## src/rtl/adc_emu_pkg.sv

```systemverilog
package adc_emu_pkg;

    localparam int SMP_W = 12;

    typedef enum logic [1:0] {
        PWR_AWAKE  = 2'd0,
        PWR_ASLEEP = 2'd1,
        PWR_WAKING = 2'd2
    } pwr_state_e;

    typedef struct packed {
        logic [SMP_W-1:0] first;
        logic [SMP_W-1:0] second;
    } sample_pair_t;

    function automatic int ns_to_cycles(input int ns, input int period_ns);
        return (ns + period_ns - 1) / period_ns;
    endfunction

endpackage

```

## src/rtl/adc_emu_edge.sv

```systemverilog
module adc_emu_edge #(
    parameter logic RST_VAL = 1'b1
) (
    input  logic clk,
    input  logic rst,
    input  logic sig,
    output logic rise,
    output logic fall
);
    logic prev_q;

    always_ff @(posedge clk) begin
        if (rst) prev_q <= RST_VAL;
        else     prev_q <= sig;
    end

    assign rise = sig & ~prev_q;
    assign fall = ~sig & prev_q;
endmodule

```

## src/rtl/adc_emu_conv_ctrl.sv

```systemverilog
module adc_emu_conv_ctrl
    import adc_emu_pkg::*;
#(
    parameter int CONV_CYC = 360,
    parameter int WAKE_CYC = 250
) (
    input  logic clk,
    input  logic rst,
    input  logic strobe_lvl,
    input  logic strobe_rise,
    input  logic strobe_fall,
    input  logic auto_sleep,
    output logic start,
    output logic busy
);
    localparam int CW = $clog2(CONV_CYC + 1);
    localparam int WW = $clog2(WAKE_CYC + 1);

    pwr_state_e    state_q;
    logic [CW-1:0] conv_cnt_q;
    logic [WW-1:0] wake_cnt_q;

    // a start edge counts only when no conversion is running
    assign start = strobe_fall & ~busy;

    always_ff @(posedge clk) begin
        if (rst) begin
            state_q    <= PWR_AWAKE;
            busy       <= 1'b0;
            conv_cnt_q <= '0;
            wake_cnt_q <= '0;
        end else begin
            case (state_q)
                PWR_ASLEEP: begin
                    if (strobe_rise) begin
                        state_q    <= PWR_WAKING;
                        wake_cnt_q <= '0;
                    end
                end
                PWR_WAKING: begin
                    if (wake_cnt_q == WW'(WAKE_CYC - 1)) state_q <= PWR_AWAKE;
                    else                                  wake_cnt_q <= wake_cnt_q + 1'b1;
                end
                default: ;
            endcase

            if (start) begin
                busy       <= 1'b1;
                conv_cnt_q <= '0;
            end else if (busy && state_q == PWR_AWAKE) begin
                if (conv_cnt_q == CW'(CONV_CYC - 1)) begin
                    busy <= 1'b0;
                    if (auto_sleep && !strobe_lvl) state_q <= PWR_ASLEEP;
                end else begin
                    conv_cnt_q <= conv_cnt_q + 1'b1;
                end
            end
        end
    end
endmodule

```

## src/rtl/adc_emu_read_port.sv

```systemverilog
module adc_emu_read_port
    import adc_emu_pkg::*;
(
    input  logic             clk,
    input  logic             rst,
    input  logic             start,
    input  logic             bank_sel,
    input  logic [SMP_W-1:0] smp_a1,
    input  logic [SMP_W-1:0] smp_a2,
    input  logic [SMP_W-1:0] smp_b1,
    input  logic [SMP_W-1:0] smp_b2,
    input  logic             rd_active,
    input  logic             read_end,
    output logic [SMP_W-1:0] data_out,
    output logic             data_oe
);
    sample_pair_t bank_pair [2];
    sample_pair_t held_q;
    logic         ptr_q;

    assign bank_pair[0] = '{first: smp_a1, second: smp_a2};
    assign bank_pair[1] = '{first: smp_b1, second: smp_b2};

    always_ff @(posedge clk) begin
        if (rst) begin
            held_q <= '0;
            ptr_q  <= 1'b0;
        end else if (start) begin
            held_q <= bank_pair[bank_sel];
            ptr_q  <= 1'b0;
        end else if (read_end) begin
            ptr_q  <= ~ptr_q;
        end
    end

    assign data_oe  = rd_active;
    assign data_out = ptr_q ? held_q.second : held_q.first;
endmodule

```

## src/rtl/adc_emu_guard.sv

```systemverilog
module adc_emu_guard #(
    parameter int SETTLE_CYC = 30
) (
    input  logic clk,
    input  logic rst,
    input  logic busy,
    input  logic rd_active,
    input  logic start,
    output logic timing_err
);
    localparam int GW = $clog2(SETTLE_CYC + 1);

    logic [GW-1:0] gap_q;

    always_ff @(posedge clk) begin
        if (rst) begin
            gap_q      <= GW'(SETTLE_CYC);
            timing_err <= 1'b0;
        end else begin
            if (rd_active)                   gap_q <= '0;
            else if (gap_q != GW'(SETTLE_CYC)) gap_q <= gap_q + 1'b1;

            if ((rd_active && busy) || (start && gap_q < GW'(SETTLE_CYC)))
                timing_err <= 1'b1;
        end
    end
endmodule

```

## src/rtl/sim_adc_emu.sv

```systemverilog
module sim_adc_emu
    import adc_emu_pkg::*;
#(
    parameter int CLK_PERIOD_NS = 10,
    parameter int CONV_NS       = 3600,
    parameter int WAKE_NS       = 2500,
    parameter int SETTLE_NS     = 300
) (
    input  logic             clk,
    input  logic             rst,
    input  logic             conv_n,
    input  logic             cs_n,
    input  logic             rd_n,
    input  logic             bank_sel,
    input  logic             auto_sleep,
    input  logic [SMP_W-1:0] smp_a1,
    input  logic [SMP_W-1:0] smp_a2,
    input  logic [SMP_W-1:0] smp_b1,
    input  logic [SMP_W-1:0] smp_b2,
    output logic             busy,
    output logic [SMP_W-1:0] data_out,
    output logic             data_oe,
    output logic             timing_err
);
    localparam int CONV_CYC   = ns_to_cycles(CONV_NS, CLK_PERIOD_NS);
    localparam int WAKE_CYC   = ns_to_cycles(WAKE_NS, CLK_PERIOD_NS);
    localparam int SETTLE_CYC = ns_to_cycles(SETTLE_NS, CLK_PERIOD_NS);

    logic strobe_rise, strobe_fall;
    logic rd_active, rd_begin, read_end;
    logic start;

    assign rd_active = ~cs_n & ~rd_n;

    adc_emu_edge #(.RST_VAL(1'b1)) strobe_edge_i (
        .clk(clk), .rst(rst), .sig(conv_n),
        .rise(strobe_rise), .fall(strobe_fall)
    );

    adc_emu_edge #(.RST_VAL(1'b0)) read_edge_i (
        .clk(clk), .rst(rst), .sig(rd_active),
        .rise(rd_begin), .fall(read_end)
    );

    adc_emu_conv_ctrl #(.CONV_CYC(CONV_CYC), .WAKE_CYC(WAKE_CYC)) ctrl_i (
        .clk(clk), .rst(rst), .strobe_lvl(conv_n),
        .strobe_rise(strobe_rise), .strobe_fall(strobe_fall),
        .auto_sleep(auto_sleep), .start(start), .busy(busy)
    );

    adc_emu_read_port rport_i (
        .clk(clk), .rst(rst), .start(start), .bank_sel(bank_sel),
        .smp_a1(smp_a1), .smp_a2(smp_a2), .smp_b1(smp_b1), .smp_b2(smp_b2),
        .rd_active(rd_active), .read_end(read_end),
        .data_out(data_out), .data_oe(data_oe)
    );

    adc_emu_guard #(.SETTLE_CYC(SETTLE_CYC)) guard_i (
        .clk(clk), .rst(rst), .busy(busy), .rd_active(rd_active),
        .start(start), .timing_err(timing_err)
    );

    logic unused_rd_begin;
    assign unused_rd_begin = rd_begin;
endmodule

```

## config.mk

```make
export PLATFORM = sky130hd
export DESIGN_NAME = sim_adc_emu
export DESIGN_NICKNAME = d
export VERILOG_FILES = /design/src/rtl/adc_emu_pkg.sv /design/src/rtl/adc_emu_edge.sv /design/src/rtl/adc_emu_conv_ctrl.sv /design/src/rtl/adc_emu_read_port.sv /design/src/rtl/adc_emu_guard.sv /design/src/rtl/sim_adc_emu.sv
export SDC_FILE = /design/constraint.sdc
export NUM_CORES = 1
export LEC_CHECK = 0
export ABC_CLOCK_PERIOD_IN_PS = 2000
export BUFFER_PORTS_ARGS = -buffer_cell sky130_fd_sc_hd__buf_2
export CORE_MARGIN = 2
export CORE_UTILIZATION = 40
export DETAILED_ROUTE_END_ITERATION = 10
export GPL_ROUTABILITY_DRIVEN = 0
export HOLD_SLACK_MARGIN = 0.03
export PLACE_DENSITY_LB_ADDON = 0.3
export SETUP_SLACK_MARGIN = 0.1
export SLEW_MARGIN = 20
export SYNTH_ARGS = -nofsm -noshare
export SYNTH_HDL_FRONTEND = slang
export SYNTH_SLANG_ARGS = --single-unit
```

## constraint.sdc

```tcl
create_clock -name clk -period 2 [get_ports clk]
set_input_delay 0 -clock clk [delete_from_list [all_inputs] [get_ports clk]]
set_output_delay 0 -clock clk [all_outputs]
set_load 0.01 [all_outputs]
```

==> Yosys cells after proc, flatten, opt, wreduce, memory -nomap -nowiden <==
Cells that the tools add are included.
{ "word_totals": {"reg_bits": 53} }
{ "classes": {"n_addsub": 3, "n_lt_le_gt_ge": 2, "n_eq_ne": 7, "n_mux": 19, "bitwise": 14, "n_reduce_logical": 16} }
{ "op_table": {"columns": ["cell", "count"], "rows": [
  ["24-bit two-way mux", 3],
  ["8-bit two-way mux", 2],
  ["8-bit one-hot mux with 2 select lines", 1],
  ["12-bit two-way mux", 1],
  ["2-bit two-way mux", 6],
  ["5-bit two-way mux", 2],
  ["9-bit by 1-bit adder with 9-bit output, second input constant", 1],
  ["9-bit == test, second input constant", 1],
  ["8-bit by 1-bit adder with 8-bit output, second input constant", 1],
  ["8-bit == test, second input constant", 1],
  ["1-bit inverter", 8],
  ["2-bit nonzero test", 4],
  ["5-bit by 1-bit adder with 5-bit output, second input constant", 1],
  ["1-bit bitwise AND", 5],
  ["5-bit < comparator, second input constant", 1],
  ["5-bit inequality test, second input constant", 1],
  ["1-bit logical AND", 4],
  ["2-bit one-hot mux with 2 select lines", 1],
  ["2-bit AND reduction", 2],
  ["2-bit OR reduction", 2],
  ["1-bit two-way mux", 3],
  ["3-bit AND reduction", 1],
  ["2-bit by 1-bit == test with 1-bit output, second input constant", 1],
  ["2-bit == test, second input constant", 1],
  ["other kinds (7)", 7]
]} }

==> Logic depth before layout (Yosys ltp) <==
Gate-level depths: netlist of the first run.
{ "logic_depth": {"ltp_word": 8, "mapped_depth": 6, "depth_no_buf": 6} }

==> Cells and area by module <==
From an unflattened synthesis of the first run, not the netlist that was laid out.
{ "unflattened": {"hier_cells": 292, "area_unflattened_um2": 2745.1} }
{ "modules_own_cells": {"columns": ["module", "instances", "cells_each", "area_each_um2"], "rows": [
  ["adc_emu_read_port", 1, 124, 1267.5],
  ["adc_emu_conv_ctrl", 1, 128, 1107.3],
  ["adc_emu_guard", 1, 31, 287.8],
  ["adc_emu_edge (strobe_edge_i)", 1, 4, 40.0],
  ["adc_emu_edge (read_edge_i)", 1, 4, 38.8],
  ["sim_adc_emu", 1, 1, 3.8]
]} }

==> Worst setup path before layout of the first run <==
OpenSTA, ideal clock, no wires.
{ "synth_timing": {"path_type": "register -> register", "startpoint": "register ctrl_i.conv_cnt_q[0]", "endpoint": "register ctrl_i.conv_cnt_q[1]", "arrival_time_ns": 1.318, "required_ns": 1.883, "setup_slack_ns": 0.564, "stages_incl_launch_ff": 7, "path_buffers": 1, "path_cell_list": "dfxtp_1 ha_1 and4_1 buf_2 a21oi_1 mux2i_1 nor2_1"} }
{ "synth_between": {"elab_chain_len": 3, "word_cells_on_any_way": 4, "classes_between": "1 x add/sub; 1 x eq/ne; 1 x bitwise; 1 x reduce/logical"} }
{ "synth_lines": {"columns": ["item", "line_no", "text"], "rows": [
  ["start, declared", "adc_emu_conv_ctrl.sv:20", "logic [CW-1:0] conv_cnt_q;"],
  ["start signal, assigned", "adc_emu_conv_ctrl.sv:55", "conv_cnt_q <= conv_cnt_q + 1'b1;"],
  ["parallel branches: the longest is 3 deep, another holds 9-bit by 1-bit adder with 9-bit output", null, null]
]} }
Parallel ways; which one is timed is not known.
A chain may end at the register's enable or synchronous reset.

==> Worst setup path after layout of the first run <==
{ "layout_timing": {"startpoint": "register ctrl_i.state_q[0]", "endpoint": "register ctrl_i.wake_cnt_q[5]"} }
{ "layout_between": {"elab_chain_len": 3, "word_cells_on_any_way": 7, "classes_between": "4 x eq/ne; 1 x mux; 2 x reduce/logical"} }
{ "layout_lines": {"columns": ["item", "line_no", "text"], "rows": [
  ["start, declared", "adc_emu_conv_ctrl.sv:19", "pwr_state_e state_q;"],
  ["start signal, assigned", "adc_emu_conv_ctrl.sv:28", "state_q <= PWR_AWAKE;"],
  ["start signal, assigned", "adc_emu_conv_ctrl.sv:36", "state_q <= PWR_WAKING;"],
  ["start signal, assigned", "adc_emu_conv_ctrl.sv:41", "if (wake_cnt_q == WW'(WAKE_CYC - 1)) state_q <= PWR_AWAKE;"],
  ["2-bit == test / 2-bit by 1-bit == test with 1-bit output (equally long branches)", "adc_emu_conv_ctrl.sv:33", "case (state_q)"],
  ["2-bit inequality test (no source line), or another cell as far along", null, null],
  ["3-bit AND reduction (no source line)", null, null],
  ["end signal, assigned", "adc_emu_conv_ctrl.sv:42", "else wake_cnt_q <= wake_cnt_q + 1'b1;"],
  ["end, declared", "adc_emu_conv_ctrl.sv:21", "logic [WW-1:0] wake_cnt_q;"]
]} }
Several ways; a longest one is shown, not always the timed one.

==> flow_metrics.env, run 1 <==
export IMPL_fin_skew_ps=6.82
export IMPL_cap_violations=0
export IMPL_status="finished, final reports clean"
export IMPL_syn_inst=278
export IMPL_crit_fanout=5
export IMPL_start_util_pct=41.0
export IMPL_yosysWarnings=0
export IMPL_rr_endpoint="ctrl_i.wake_cnt_q[5]"
export IMPL_reg2reg_depth=6
export IMPL_synth_cell_types=38
export IMPL_worstPathArrival_ps=1800
export IMPL_p_comb_share_pct=20.1
export IMPL_synth_area_leaders="dfxtp_1 (39%), a211oi_2 (11%), mux2i_1 (9.1%)"
export IMPL_dr_pass1_iters=4
export IMPL_synthesis_nets=341
export IMPL_clk_path_buf_depth=2
export IMPL_reg2reg_setup_slack_ps=370
export IMPL_hp_class="in -> reg"
export IMPL_track_usage_pct=14.4
export IMPL_layout_drive_gt1_share_pct=34.7
export IMPL_fin_ws_ps=372
export IMPL_cts_buffers=5
export IMPL_rsz0062_at_grt="no"
export IMPL_power_share_sequential_pct=53.7
export IMPL_die_area_um2=7560
export IMPL_pre_cts_slack_ps=401
export IMPL_peakVddDrop_mv=0.333
export IMPL_fill_cells=643
export IMPL_grt_pass1_vias=2056
export IMPL_vias_per_cell=5.24
export IMPL_path_class="reg -> reg"
export IMPL_areaGrowthSynthToFinish_pct=17.4
export IMPL_p_leak_nw=1.31
export IMPL_power_switching_mw=0.612
export IMPL_p_int_mw=1.60
export IMPL_cts_root_buf="clkbuf_8"
export IMPL_hold_path_startpoint="smp_a1[0]"
export IMPL_num_io_pins=70
export IMPL_final_min_clock_period_ps=1630
export IMPL_tightest_slew_ps=657
export IMPL_vias=2217
export IMPL_globalRouteOverflowTotal=0
export IMPL_finalNetCount=405
export IMPL_postCtsSetupBuffers=0
export IMPL_async_flop_share_pct=0
export IMPL_ant_nets=0
export IMPL_insertion_delay_ps=300
export IMPL_p_clk_share_pct=26.2
export IMPL_antennaDiodeCount=0
export IMPL_max_stage_delay_ps=370
export IMPL_grt_pass1_wl_um=8860
export IMPL_rows=30
export IMPL_yosysTopAreaCell="dfxtp_1"
export IMPL_cts_sinks=53
export IMPL_synth_top_area_share_pct=38.5
export IMPL_fin_crit_sh_pct=81.4
export IMPL_io_buffers=69
export IMPL_cts_tree="yes"
export IMPL_min_path_cells=3
export IMPL_hold_end="rport_i.held_q[12]"
export IMPL_dp_hpwl_um=3930
export IMPL_ys_flop_type="dfxtp_1"
export IMPL_crit_path_cell_trace="inv_1 > ha_1 > inv_1 > a21o_1 > o21bai_1 > nor2_1"
export IMPL_htree_levels=2
export IMPL_drc=0
export IMPL_synth_area_um2=2750
export IMPL_p_per_area_nw_per_um2=684
export IMPL_ys_seq_area_share_pct=38.5
export IMPL_cpMostUsedCell="inv_1"
export IMPL_routed_wl_um=5350
export IMPL_drt_iter0_markers=37
export IMPL_core_area_um2=6720
export IMPL_ys_ff_latch=53
export IMPL_avgSynthCellArea_um2=9.90
export IMPL_end_kind="flop"
export IMPL_wl_per_cell_um=12.7
export IMPL_startpoint_type="flop"
export IMPL_die_h_um=87.0
export IMPL_fin_hold_ws_ps=59.7
export IMPL_cp_slowest_cell="dfxtp_1"
export IMPL_fmax_mhz=614
export IMPL_crit_required_ps=2170
export IMPL_tns_ps=0
export IMPL_grt_max_degree=49
export IMPL_p_sw_share_pct=27.7
export IMPL_timing_rr_start="ctrl_i.state_q[0]"
export IMPL_fp_dieW_um=87.0
export IMPL_antenna_found_initial=0
export IMPL_synth_edff_count=0
export IMPL_setup_violations_final=0
export IMPL_slew_headroom_pct=56.2
export IMPL_drv_slew=0
export IMPL_hold_viol_final=0
export IMPL_cts_reportedPaths_clkPinSlew_ps=90
## how the worst max path moves through the flow
stage / startpoint / end / slack [ps] / cells past startpoint
after floorplan: ctrl_i.conv_cnt_q[0] / ctrl_i.conv_cnt_q[1] / 560 / 6
after detailed placement: ctrl_i.state_q[0] / ctrl_i.wake_cnt_q[5] / 400 / 6
final: ctrl_i.state_q[0] / ctrl_i.wake_cnt_q[5] / 370 / 6
after global placement: ctrl_i.state_q[0] / ctrl_i.wake_cnt_q[7] / 490 / 6
after global routing: ctrl_i.state_q[0] / ctrl_i.wake_cnt_q[5] / 220 / 6
after CTS: ctrl_i.state_q[0] / ctrl_i.wake_cnt_q[5] / 380 / 6
## final cells by class
class	count	area, um^2	area share, %
multi-input cells	203	1560	48.4
flip-flops and latches	53	1060	32.8
repair buffers	74	403	12.5
well taps	80	100	3.10
clock buffers	7	76.3	2.36
inverters	5	18.8	0.581
clock inverters	1	7.51	0.232
## metrics by stage
step                area (um^2)  instances  util [%]  power, mW
floorplan                  2750        278         -       1.53
global placement           3120        412      46.4       1.65
detailed placement         3120        412      46.4       1.66
CTS                        3230        423      48.1       2.26
global route               3230        423      48.1       2.35
finish                     3230        423      48.1       2.21
## synth_stat cells (4+ instances only)
| cell | n |
|---|---|
| a211oi_1 | 5 |
| a211oi_2 | 24 |
| a21oi_1 | 13 |
| buf_2 | 6 |
| buf_6 | 4 |
| clkbuf_1 | 4 |
| dfxtp_1 | 53 |
| ha_1 | 8 |
| inv_1 | 5 |
| mux2_2 | 13 |
| mux2i_1 | 25 |
| nand2_1 | 6 |
| nand3_1 | 10 |
| nand4_1 | 7 |
| nor2_1 | 43 |
| o21ai_0 | 8 |
| o21bai_1 | 5 |
| xnor2_1 | 10 |
## power by group through the flow
stage | sequential [mW] | clock [mW] | combinational (mW)
6_report | 1.19 | 0.580 | 0.443
5_1_grt | 1.20 | 0.654 | 0.500
4_1_cts | 1.19 | 0.616 | 0.451
3_5_place_dp | 1.21 | 0 | 0.446
3_3_place_gp | 1.21 | 0 | 0.438
2_1_floorplan | 1.20 | 0 | 0.338
## critical path: cells and delay by family (launching register included)
family	cells	cell delay, ps
adders and majority gates	1	340
buffers and inverters	2	160
AOI/OAI and AO/OA	2	530
DFF	1	370
and+or+nand+nor	1	100
## cell usage in the layout (no fill, tap or decap), types with 3 or more instances in the layout
master         synthesis  final
buf_2                  6     69
dfxtp_1               53     53
nor2_1                43     43
mux2i_1               25     25
a211oi_2              24     24
mux2_2                13     13
a21oi_1               13     13
nand3_1               10     10
xnor2_1               10     10
o21ai_0                8      8
ha_1                   8      8
nand4_1                7      7
nand2_1                6      6
inv_1                  5      5
o21bai_1               5      5
a211oi_1               5      5
clkbuf_8               0      5
xor2_1                 3      3
nor3_1                 3      3
dlygate4sd3_1          0      3
## metal layers
layer	up-vias	GRT usage [%]	part of all wire, %
li1	1135	-	-
met1	1021	17.2	47
met2	55	25.8	47
met3	6	2.27	5.3
met4	0	5.40	1.3
met5	-	0	0
## registers in the layout, summed over array words and instances (netlist names)
| name | count |
|---|---|
| rport_i.held_q | 24 |
| ctrl_i.conv_cnt_q | 9 |
| ctrl_i.wake_cnt_q | 8 |
| guard_i.gap_q | 5 |
| ctrl_i.state_q | 2 |
| ctrl_i.busy | 1 |
| guard_i.timing_err | 1 |
| read_edge_i.prev_q | 1 |
| rport_i.ptr_q | 1 |
| strobe_edge_i.prev_q | 1 |
## cells by family after synthesis
group                      after synthesis  share of synthesized area (%)
DFF                                     53                           38.5
buffers and inverters                   22                           4.64
muxes                                   38                           14.4
and+or+nand+nor                         84                           15.7
xor gates and xnor gates                13                           4.14
AOI/OAI and AO/OA                       60                           19.0
adders and majority gates                8                           3.64
## repair_timing
action / 4_1_cts / 5_1_grt
endpoints found under the hold margin: 2 / 0
hold buffers: 3 / 0
gates resized for setup: 0 / 0
(Power assumes the default switching activity.)
==> run 2: changes to the inputs <==
Settings changed: ABC_AREA set to 1, ABC_CLOCK_PERIOD_IN_PS 2000 to 1600.
Clock period 2 ns to 1.6 ns, I/O delays scaled along.
==> run 2 against run 1 <==
Utilization up 2.9 points. Setup slack worse by 160 ps. Global-route usage up 2.4 points. Sequential power up 22%. Hold slack worse by 23 ps. Final area increased by 15%. Clock power increased by 35%. Largest cell class unchanged. Largest power group unchanged.
==> flow_metrics.env, run 2 <==
export IMPL_status="finished, final reports clean"
export IMPL_drt_iter0_markers=130
export IMPL_dp_cells=604
export IMPL_vias_per_cell=4.65
export IMPL_slew_headroom_pct=60.1
export IMPL_cp_slowest_cell="dfxtp_2"
export IMPL_globalRouteOverflowTotal=0
export IMPL_power_share_sequential_pct=53.0
export IMPL_worstPathArrival_ps=1620
export IMPL_end_kind="flop"
export IMPL_fin_cells=624
export IMPL_rsz0062_at_grt="no"
export IMPL_top_register="rport_i.held_q"
export IMPL_ys_seq_area_share_pct=35.3
export IMPL_layout_common_cells="nand2_1 (104), inv_1 (75), buf_2 (69)"
export IMPL_drc=0
export IMPL_tightest_slew_ps=597
export IMPL_p_int_mw=1.94
export IMPL_postCtsSetupBuffers=0
export IMPL_pre_cts_slack_ps=116
export IMPL_yosysWarnings=0
export IMPL_wl_per_cell_um=10.8
export IMPL_num_io_pins=70
export IMPL_async_flop_share_pct=0
export IMPL_avgSynthCellArea_um2=6.73
export IMPL_p_clk_share_pct=28.7
export IMPL_grt_pass1_vias=2605
export IMPL_fin_crit_sh_pct=86.8
export IMPL_routed_wl_um=6740
export IMPL_fin_ws_ps=211
export IMPL_final_common_cell="nand2_1"
export IMPL_antenna_found_initial=0
export IMPL_cap_violations=0
export IMPL_areaGrowthSynthToFinish_pct=23.2
export IMPL_rows=31
export IMPL_synth_top_area_share_pct=35.3
export IMPL_startpoint_type="flop"
export IMPL_tns_ps=0
export IMPL_die_area_um2=8220
export IMPL_final_min_clock_period_ps=1390
export IMPL_start_util_pct=41.4
export IMPL_yosysTopAreaCell="dfxtp_1"
export IMPL_p_leak_nw=1.65
export IMPL_synth_cell_types=31
export IMPL_fin_skew_ps=15.8
export IMPL_p_sw_share_pct=29.1
export IMPL_cts_sinks=53
export IMPL_syn_inst=446
export IMPL_grt_max_degree=50
export IMPL_fmax_mhz=720
export IMPL_clk_path_buf_depth=2
export IMPL_power_switching_mw=0.797
export IMPL_met2_usage_pct=28.4
export IMPL_cts_tree="yes"
export IMPL_utilization_pct=51.0
export IMPL_htree_levels=2
export IMPL_ys_ff_latch=53
export IMPL_synth_common_cells="nand2_1 (104), inv_1 (75), dfxtp_1 (53)"
export IMPL_synth_most_common_cell="nand2_1"
export IMPL_ant_nets=0
export IMPL_insertion_delay_ps=310
export IMPL_largestRegisters="rport_i.held_q x24, ctrl_i.conv_cnt_q x9, ctrl_i.wake_cnt_q x8"
export IMPL_layout_drive_gt1_share_pct=22.1
export IMPL_p_per_area_nw_per_um2=740
export IMPL_dr_pass1_iters=4
export IMPL_synth_area_um2=3000
export IMPL_hp_class="in -> reg"
export IMPL_p_comb_share_pct=18.3
export IMPL_grt_busiest_layer="met2"
export IMPL_synth_area_leaders="dfxtp_1 (35%), nand2_1 (13%), inv_1 (9.4%)"
export IMPL_dp_hpwl_um=4890
export IMPL_crit_path_cell_trace="inv_1 > ha_4 > a21boi_4 > nand2_4 > inv_2 > nand2_1 > a21oi_1"
export IMPL_fp_dieW_um=90.6
export IMPL_track_usage_pct=16.8
export IMPL_hold_viol_final=0
export IMPL_finalNetCount=587
export IMPL_ys_flop_type="dfxtp_1"
export IMPL_path_class="reg -> reg"
export IMPL_drv_slew=0
export IMPL_grt_use_met3_pct=3.17
export IMPL_vias=2904
export IMPL_antennaDiodeCount=0
export IMPL_cts_buffers=5
export IMPL_synthesis_nets=509
export IMPL_max_stage_delay_ps=350
export IMPL_cts_reportedPaths_clkPinSlew_ps=100
export IMPL_die_h_um=90.6
export IMPL_use_met1_pct=22.4
export IMPL_synth_edff_count=0
export IMPL_crit_fanout=8
export IMPL_largest_reg_flops=24
export IMPL_power_mw=2.74
export IMPL_cts_root_buf="clkbuf_8"
export IMPL_core_area_um2=7250
export IMPL_io_buffers=69
export IMPL_crit_required_ps=1830
export IMPL_peakVddDrop_mv=0.406
export IMPL_grt_pass1_wl_um=11700
export IMPL_setup_violations_final=0
==> run 2: changes by cell type in the layout (fill, tap and decap cells not counted), moves of 5 or more <==
cell / before / now
dlygate4sd3_1: 3 / 11
a21oi_1: 13 / 43
a211oi_2: 24 / 0
nand2_1: 6 / 104
mux2i_1: 25 / 0
nor2_1: 43 / 22
buf_4: 1 / 6
o21ai_0: 8 / 51
o21bai_1: 5 / 0
mux2_2: 13 / 0
o21a_1: 1 / 12
xnor2_1: 10 / 0
inv_1: 5 / 75
==> run 2: critical path, delay by kind of cell, from the launching register on <==
| kind | cells | cell delay (ps) |
|---|---|---|
| AOI/OAI and AO/OA | 2 | 350 |
| DFF | 1 | 350 |
| adders and majority gates | 1 | 290 |
| buffers and inverters | 2 | 160 |
| and+or+nand+nor | 2 | 160 |
==> run 2: final cells by class <==
type	count	area (um^2)
clock buffers	5	68.8
well taps	99	124
clock inverters	3	25.0
inverters	78	293
flip-flops and latches	53	1070
repair buffers	87	520
multi-input cells	299	1600
fillers	734	3550
==> run 2: timing repair <==
action,4_1_cts,5_1_grt
gates resized for setup,0,6
setup endpoints to repair,3,19
cloned,1,0
hold endpoints to repair,12,0
pin swaps,0,1
hold buffers,11,0
==> run 2: path summary, 6_finish.rpt <==
| check | slack, ps | from | cells past startpoint | to |
|---|---|---|---|---|
| max | 210 | ctrl_i.state_q[1] | 7 | ctrl_i.wake_cnt_q[4] |
| min reg2reg | 450 | rport_i.held_q[10] | 2 | rport_i.held_q[10] |
| max reg2reg | 210 | ctrl_i.state_q[1] | 7 | ctrl_i.wake_cnt_q[4] |
| min | 40 | smp_b1[9] | 4 | rport_i.held_q[21] |
==> run 2: power groups by stage <==
| stage | logic [mW] | clock network [mW] | registers, mW |
|---|---|---|---|
| after CTS | 0.505 | 0.814 | 1.45 |
| after detailed placement | 0.482 | 0 | 1.48 |
| final | 0.502 | 0.785 | 1.45 |
| after global placement | 0.474 | 0 | 1.48 |
| after floorplan | 0.306 | 0 | 1.47 |
| after global routing | 0.567 | 0.886 | 1.47 |
==> run 2: metrics by stage <==
stage	area, um^2	hold slack [ps]
final	3700	36.7
after global routing	3700	37.3
after CTS	3680	32.9
after detailed placement	3460	286
after global placement	3460	281
after floorplan	3000	78.5
==> run 2: per-layer routing <==
layer  routed length [um]  vias up  part of all wire [%]
li1                     -     1573                     -
met1                 3140     1280                    47
met2                 3290       49                    49
met3                  281        2                   4.2
met4                   28        0                  0.42
met5                    0        -                     0
==> run 2: cells by family (layout without fill, tap and decap cells) <==
family | Yosys count | count (layout) | share of synthesized area (%)
flops | 53 | 53 | 35.3
simple gates | 165 | 165 | 25.2
buf+inv | 95 | 173 | 12.2
fa+ha+maj | 8 | 8 | 3.33
xor+xnor | 7 | 7 | 2.04
compound gates | 118 | 119 | 21.9
